<file path="config.mk">
export PLATFORM = sky130hd
export DESIGN_NAME = spd_mode_detect
export DESIGN_NICKNAME = d
export VERILOG_FILES = /design/src/rtl/spd_pkg.sv /design/src/rtl/spd_meas_path.sv /design/src/rtl/spd_ctrl.sv /design/src/rtl/spd_mode_detect.sv
export SDC_FILE = /design/constraint.sdc
export NUM_CORES = 1
export LEC_CHECK = 0
export ABC_AREA = 1
export BUFFER_PORTS_ARGS = -buffer_cell sky130_fd_sc_hd__buf_2
export CORE_MARGIN = 5
export CORE_UTILIZATION = 55
export CTS_CLUSTER_DIAMETER = 80
export DETAILED_ROUTE_END_ITERATION = 6
export HOLD_SLACK_MARGIN = 0.03
export PLACE_DENSITY = 0.79
export SLEW_MARGIN = 0
export SYNTH_ARGS = -nofsm -noshare
export SYNTH_HDL_FRONTEND = slang
export SYNTH_HIERARCHICAL = 1
export SYNTH_SLANG_ARGS = --single-unit
</file>
<file path="constraint.sdc">
create_clock -name mclk -period 1.5 [get_ports mclk]
set_input_delay 0.225 -clock mclk [delete_from_list [all_inputs] [get_ports mclk]]
set_output_delay 0.225 -clock mclk [all_outputs]
set_load 0.05 [all_outputs]
</file>
<file path="src/rtl/spd_pkg.sv">
package spd_pkg;

  typedef enum logic [1:0] {
    SPD_NORMAL = 2'b00,
    SPD_DOUBLE = 2'b01,
    SPD_QUAD   = 2'b10,
    SPD_RSVD   = 2'b11
  } speed_e;

  // Measurement events reported by the datapath, one-cycle strobes.
  typedef struct packed {
    logic   measDone;
    logic   hit;
    speed_e cls;
    logic   stall;
  } meas_evt_t;

  // Commands from the control to the datapath.
  typedef struct packed {
    logic rearm;
  } ctrl_cmd_t;

endpackage

</file>
<file path="src/rtl/spd_meas_path.sv">
module spd_meas_path
  import spd_pkg::*;
#(
  parameter int CNT_W      = 12,
  parameter int BASE_RATIO = 512,
  parameter int TOL        = 4,
  parameter int SPEED_N    = 3
) (
  input  logic      clk,
  input  logic      rstN,
  input  logic      lrck,
  input  ctrl_cmd_t cmd,
  output meas_evt_t evt
);

  localparam logic [CNT_W-1:0] CNT_MAX = '1;
  localparam logic [CNT_W-1:0] CNT_PRE = {{(CNT_W-1){1'b1}}, 1'b0};

  logic             syncA, syncB, syncC;
  logic             riseSeen;
  logic [CNT_W-1:0] cnt;
  logic             primed;
  logic [SPEED_N-1:0] hitVec;
  logic             anyHit;
  speed_e           clsNow;

  assign riseSeen = syncB & ~syncC;

  // One acceptance window per speed class; nominal ratio halves per step.
  for (genvar g = 0; g < SPEED_N; g++) begin : g_win
    localparam int NOM = BASE_RATIO >> g;
    localparam int LO  = NOM - TOL;
    localparam int HI  = NOM + TOL;
    assign hitVec[g] = (int'(cnt) >= LO) && (int'(cnt) <= HI);
  end

  always_comb begin
    clsNow = SPD_NORMAL;
    for (int i = SPEED_N - 1; i >= 0; i--) begin
      if (hitVec[i]) clsNow = speed_e'(i[1:0]);
    end
    anyHit = |hitVec;
  end

  always_ff @(posedge clk or negedge rstN) begin
    if (!rstN) begin
      syncA  <= 1'b0;
      syncB  <= 1'b0;
      syncC  <= 1'b0;
      cnt    <= '0;
      primed <= 1'b0;
      evt    <= '0;
    end else begin
      syncA        <= lrck;
      syncB        <= syncA;
      syncC        <= syncB;
      evt.measDone <= 1'b0;
      evt.stall    <= 1'b0;
      if (riseSeen) begin
        cnt    <= {{(CNT_W-1){1'b0}}, 1'b1};
        primed <= ~cmd.rearm;
        if (primed && !cmd.rearm) begin
          evt.measDone <= 1'b1;
          evt.hit      <= anyHit;
          evt.cls      <= clsNow;
        end
      end else begin
        if (cnt != CNT_MAX) cnt <= cnt + 1'b1;
        if (cnt == CNT_PRE) evt.stall <= 1'b1;
        if (cmd.rearm) primed <= 1'b0;
      end
    end
  end

endmodule

</file>
<file path="src/rtl/spd_ctrl.sv">
module spd_ctrl
  import spd_pkg::*;
(
  input  logic       clk,
  input  logic       rstN,
  input  logic       autoMode,
  input  logic [1:0] dfsBits,
  input  meas_evt_t  evt,
  output ctrl_cmd_t  cmd,
  output speed_e     speedCode,
  output logic       lockValid
);

  logic   autoQ;
  logic   candValid;
  speed_e cand;

  assign cmd.rearm = autoMode & ~autoQ;

  always_ff @(posedge clk or negedge rstN) begin
    if (!rstN) begin
      autoQ     <= 1'b0;
      speedCode <= SPD_NORMAL;
      lockValid <= 1'b0;
      candValid <= 1'b0;
      cand      <= SPD_NORMAL;
    end else begin
      autoQ <= autoMode;
      if (!autoMode) begin
        candValid <= 1'b0;
        if (dfsBits != SPD_RSVD) begin
          speedCode <= speed_e'(dfsBits);
          lockValid <= 1'b1;
        end else begin
          lockValid <= 1'b0;
        end
      end else if (!autoQ) begin
        lockValid <= 1'b0;
        candValid <= 1'b0;
      end else if (evt.stall) begin
        lockValid <= 1'b0;
        candValid <= 1'b0;
      end else if (evt.measDone) begin
        if (!evt.hit) begin
          lockValid <= 1'b0;
          candValid <= 1'b0;
        end else if (candValid && evt.cls == cand) begin
          speedCode <= evt.cls;
          lockValid <= 1'b1;
        end else begin
          cand      <= evt.cls;
          candValid <= 1'b1;
          if (evt.cls != speedCode) lockValid <= 1'b0;
        end
      end
    end
  end

endmodule

</file>
<file path="src/rtl/spd_mode_detect.sv">
module spd_mode_detect
  import spd_pkg::*;
#(
  parameter int CNT_W      = 12,
  parameter int BASE_RATIO = 512,
  parameter int TOL        = 4
) (
  input  logic       mclk,
  input  logic       rstN,
  input  logic       lrck,
  input  logic       autoMode,
  input  logic [1:0] dfsBits,
  output logic [1:0] speedCode,
  output logic       lockValid,
  output logic       adcEnable
);

  meas_evt_t evt;
  ctrl_cmd_t cmd;
  speed_e    code;

  spd_meas_path #(
    .CNT_W(CNT_W), .BASE_RATIO(BASE_RATIO), .TOL(TOL), .SPEED_N(3)
  ) u_path (
    .clk(mclk), .rstN(rstN), .lrck(lrck), .cmd(cmd), .evt(evt)
  );

  spd_ctrl u_ctrl (
    .clk(mclk), .rstN(rstN), .autoMode(autoMode), .dfsBits(dfsBits),
    .evt(evt), .cmd(cmd), .speedCode(code), .lockValid(lockValid)
  );

  assign speedCode = code;
  assign adcEnable = lockValid & (code != SPD_QUAD);

endmodule

</file>
# After elaboration in Yosys (flattened, before gate mapping)
# Index checks and enable logic that the tools add are counted.
[word_totals]
reg_bits = 28
in_bits = 6
out_inout_bits = 4
wordCells = 90
[classes]
n_addsub = 1
n_lt_le_gt_ge = 6
eq_ne = 14
mux = 32
n_bitwise = 8
reduce_logical = 15
[op_table]
columns = ["operator", "n"]
rows = [
  ["$mux W12", 2],
  ["$mux W2", 10],
  ["$mux W1", 18],
  ["$add A12 B1 Y12 const B", 1],
  ["$eq A12 B12 Y1 const B", 1],
  ["$ge A12 B7 Y1 const B", 1],
  ["$ge A12 B8 Y1 const B", 1],
  ["$ge A12 B9 Y1 const B", 1],
  ["$le A12 B10 Y1 const B", 1],
  ["$le A12 B8 Y1 const B", 1],
  ["$le A12 B9 Y1 const B", 1],
  ["$ne A12 B12 Y1 const B", 1],
  ["$reduce_and A6 Y1", 2],
  ["$mux W4", 2],
  ["$ne A2 B1 Y1 const B", 4],
  ["$ne A2 B2 Y1 const B", 3],
  ["$ne A6 B6 Y1 const B", 1],
  ["$reduce_and A2 Y1", 3],
  ["$reduce_bool A2 Y1", 3],
  ["$logic_and A1 B1 Y1", 5],
  ["$ne A5 B5 Y1 const B", 1],
  ["$not A1 Y1", 5],
  ["$ne A4 B4 Y1 const B", 1],
  ["$and A1 B1 Y1", 3],
  ["4 further kinds", 4],
]

# Depth between registers and ports, before layout
[logic_depth]
word_depth = 8
ltp_mapped = 10
depth_no_buf = 10

# Hierarchy
# Netlist, hierarchy kept.
[modules_own_cells]
columns = ["mod", "instances", "cells_per_inst", "area_per_inst_um2", "seq_area_each_um2"]
rows = [
  ["spd_meas_path", 1, 149, 1182.4, 525.5],
  ["spd_ctrl", 1, 63, 431.7, 175.2],
  ["spd_mode_detect", 1, 3, 16.3, 0.0],
]

# Worst setup path before layout
# Ideal clock, no wire load.
[synth_timing]
kind = "register -> output"
from = "register u_ctrl.speedCode[0]"
to = "output adcEnable"
arrival_ns = 1.269
t_required_ns = 1.275
setup_slack_ns = 0.006
stages_incl_launch_ff = 3
path_buffers = 0
path_cell_list = "dfrtp_1 > inv_1 > a21oi_2"
[synth_between]
elab_chain_cells = 2
[synth_lines]
columns = ["item", "line", "text"]
rows = [
  ["start: declaration", "spd_ctrl.sv:10", "output speed_e speedCode,"],
  ["start signal: assignment", "spd_ctrl.sv:32", "speedCode <= speed_e'(dfsBits);"],
  ["start signal: assignment", "spd_ctrl.sv:48", "speedCode <= evt.cls;"],
  ["$ne A2 B2 Y1", "spd_mode_detect.sv:34", "assign adcEnable = lockValid & (code != SPD_QUAD);"],
  ["$and A1 B1 Y1", "spd_mode_detect.sv:34", ""],
  ["end: declaration", "spd_mode_detect.sv:15", "output logic adcEnable"],
]
# No other way between the ends.

# Final worst setup path
[layout_timing]
from = "register u_path.cnt[1]"
to = "register u_path.cnt[5]"
[layout_between]
elab_chain_cells = 3
elab_cells_between_ends = 5
cone_classes = "add/sub: 1; eq/ne: 1; mux: 2; reduce/logical: 1"
[layout_lines]
columns = ["item", "line", "text"]
rows = [
  ["start: declaration", "spd_meas_path.sv:21", "logic [CNT_W-1:0] cnt;"],
  ["start signal: assignment", "spd_meas_path.sv:60", "cnt <= {{(CNT_W-1){1'b0}}, 1'b1};"],
  ["start signal: assignment", "spd_meas_path.sv:68", "if (cnt != CNT_MAX) cnt <= cnt + 1'b1;"],
  ["$add A12 B1 Y12", "spd_meas_path.sv:68", ""],
  ["$mux W12", "spd_meas_path.sv:68", ""],
  ["$mux W12", "spd_meas_path.sv:59", "if (riseSeen) begin"],
]
# Parallel ways exist; a longest one is shown, timed or not. The select of a mux whose other input is x is not followed.
# A chain may end at the register's enable or synchronous reset.

==> impl_metrics.json <==
{
  "cts_tree": "done",
  "die-width_um": 64.4,
  "placed_cells": 258,
  "synth_cells": 215,
  "cts.sinks": 28,
  "dp_slack_ns": 0.0608,
  "core_um2": 2810,
  "power_density_nw_per_um2": 1030,
  "syn_avg_cell_area_um2": 7.58,
  "finalWirelength_um": 3210,
  "period_share": 0.965,
  "arrival_ns": 1.70,
  "tightest_slew_ns": 0.616,
  "syn_nets": 224,
  "synth_top_cell_by_area": "dfrtp_1",
  "htree_levels": 1,
  "fin_total_pwr_mw": 1.91,
  "syn2layout_area_growth_pct": 14.0,
  "fin_cells": 267,
  "die_h_um": 64.4,
  "ios": 10,
  "finalWorstSetupSlack_ns": 0.0529,
  "drv_cap": 0,
  "ys_seq_area_frac": 0.430,
  "root_buffer": "clkbuf_4",
  "wl_per_cell_um": 12.0,
  "start_kind": "flop",
  "finalHoldViolCount": 0,
  "fin_crit_ns": 1.45,
  "grt_antenna_before_repair": 0,
  "synth_most_common_cell": "nand2_1",
  "grt_overflow": 0,
  "startpoint": "u_path/cnt[1]$_DFFE_PN0P_",
  "nFillCells": 238,
  "ff2ff_setup_slack_ns": 0.05,
  "outcome": "finished, final reports clean",
  "hp-start": "autoMode",
  "ir_worst_vdd_uv": 650,
  "hpwl_um": 2480,
  "track_usage": 0.169,
  "postLayoutCellArea_um2": 1860,
  "holdPathEnd": "u_ctrl/autoQ$_DFF_PN0_",
  "insertedDiodeCount": 0,
  "cts_buffer_depth": 2,
  "gp_congestion": 0.898,
  "ys.warnings.count": 6,
  "post_drt_via_cell_ratio": 5.21,
  "drtPass1Iterations": 4,
  "slew_violations": 0,
  "netlist.area_leader.share": 0.430,
  "drc": 0,
  "ys_types": 30,
  "path_clk_slew_ns": 0.16,
  "hold_class": "in2reg",
  "placed_area_um2": 1740,
  "clock_skew_ns": 0.0162,
  "required_ns": 1.75,
  "final-setup-viol-count": 0,
  "initial_core_util": 0.581,
  "ys_top_cells_by_area": "dfrtp_1, nand2_1, inv_1, nor2_1, nand3_1",
  "rsz0062_at_grt": "yes",
  "final_util": 0.663,
  "synth_edf_count": 0,
  "p_leak_nw": 0.954,
  "fp-row-count": 19,
  "syn_area_um2": 1630,
  "dieArea_um2": 4150,
  "clock_latency_ns": 0.33,
  "crit_fanout": 5,
  "num-nets-final": 246,
  "grt_max_degree": 29,
  "ys_async_sr_fraction": 1.00,
  "reg2reg_from": "u_path/cnt[1]$_DFFE_PN0P_",
  "r2r_cells": 9,
  "r2r_end": "u_path/cnt[5]$_DFFE_PN0P_",
  "synth_ff_type": "dfrtp_1",
  "drive_above_1_share": 0.199,
  "synth-seq-cells": 28,
  "numPortBuffers": 9,
  "postRouteAntennaNets": 0,
  "fmax_mhz": 691,
  "grt_pass1_wl_um": 5650,
  "dr.first_iter.drc_count": 82,
  "synthTopCellsByCount": "nand2_1, inv_1, dfrtp_1, nor2_1, nand3_1",
  "num_vias": 1390,
  "cp-end-kind": "flop",
  "min_path_cells": 2,
  "worstSetupPathType": "reg2reg",
  "cts_made_buffers": 3,
  "grt_pass1_vias": 1361,
  "relSlewSlack": 0.589
}
==> critical path, stage by stage (launching register included) <==
cell	delay [ns]
dfrtp_1	0.44
ha_2	0.22
inv_2	0.05
nor2_4	0.12
nand2_4	0.10
nor2_8	0.13
inv_4	0.06
nand2_4	0.06
o21ai_2	0.07
a21oi_1	0.12
==> per-layer routing <==
metal,vias up,share of wire,global-route usage
met1,640,0.46,0.203
met2,23,0.50,0.307
met5,-,0,0
met4,0,0.0072,0.0554
li1,725,-,-
met3,2,0.034,0.0276
==> cell type report <==
cell class / count / area [µm²] / share of cell area
inverter: 36 / 138 / 0.0740
clock buffer: 3 / 22.5 / 0.0121
timing repair buffer: 17 / 113 / 0.0606
clock inverter: 1 / 30.0 / 0.0162
tap: 31 / 38.8 / 0.0209
multi-input combinational: 151 / 817 / 0.439
sequential: 28 / 701 / 0.377
==> stage by stage <==
step / hold WS, ns / TNS (ns)
floorplan: -0.0706 / 0
CTS: 0.155 / 0
global placement: 0.273 / 0
detailed placement: 0.274 / 0
finish: 0.166 / 0
global route: 0.141 / -0.0716
==> registers in the layout, indices dropped and copies added, names as in the netlist <==
| name | cells |
|---|---|
| u_path/cnt | 12 |
| u_path/syncB | 1 |
| u_path/syncC | 1 |
| u_ctrl/autoQ | 1 |
| u_path/evt | 5 |
| u_path/syncA | 1 |
| u_ctrl/speedCode | 2 |
| u_ctrl/lockValid | 1 |
| u_ctrl/candValid | 1 |
| u_ctrl/cand | 2 |
| u_path/primed | 1 |
==> repair_timing <==
action                                  in CTS  in global routing
buffers inserted                             0                  3
hold endpoints to repair                    29                  0
endpoints found under the setup margin       0                 10
gates resized for setup                      0                  8
hold buffers                                 2                  0
==> logic make-up (layout without fill, tap and decap cells) <==
family,count (synthesis),after routing,synth area share
XOR/XNOR,1,1,0.00537
buffers and inverters,36,57,0.0829
AO/OA/AOI/OAI,29,29,0.107
adder cells (fa/ha/maj),3,3,0.0230
flip-flops,28,28,0.430
AND/OR/NAND/NOR,118,118,0.352
==> cells in the final DEF, fill, tap and decap left out, types with 3 or more instances in the layout <==
cell       n
a21oi_1   10
a31oi_1    3
buf_2      8
buf_4      6
clkbuf_4   4
dfrtp_1   28
inv_1     31
inv_2      3
nand2_1   56
nand2_2    5
nand3_1   16
nor2_1    22
nor2_4     4
nor3_1     5
o21ai_0    5
==> power breakdown <==
| group | internal, mW | leakage, nW | switching (mW) | total (mW) |
|---|---|---|---|---|
| sequential | 0.834 | 0.364 | 0.0927 | 0.926 |
| clock | 0.270 | 0.0279 | 0.218 | 0.488 |
| combinational | 0.173 | 0.562 | 0.325 | 0.498 |
| total | 1.28 | 0.954 | 0.635 | 1.91 |
==> worst max-delay path by stage <==
stage	end	slack [ns]	cells after the start
2_1_floorplan	adcEnable	0.006	2
3_3_place_gp	u_path/cnt[6]$_DFFE_PN0P_	0.13	9
3_5_place_dp	u_path/cnt[3]$_DFFE_PN0P_	0.06	9
4_1_cts	u_path/cnt[3]$_DFFE_PN0P_	0.02	9
5_1_grt	u_path/cnt[9]$_DFFE_PN0P_	-0.02	6
6_report	u_path/cnt[5]$_DFFE_PN0P_	0.05	9
Note: power is estimated with default switching activity, not from simulation.
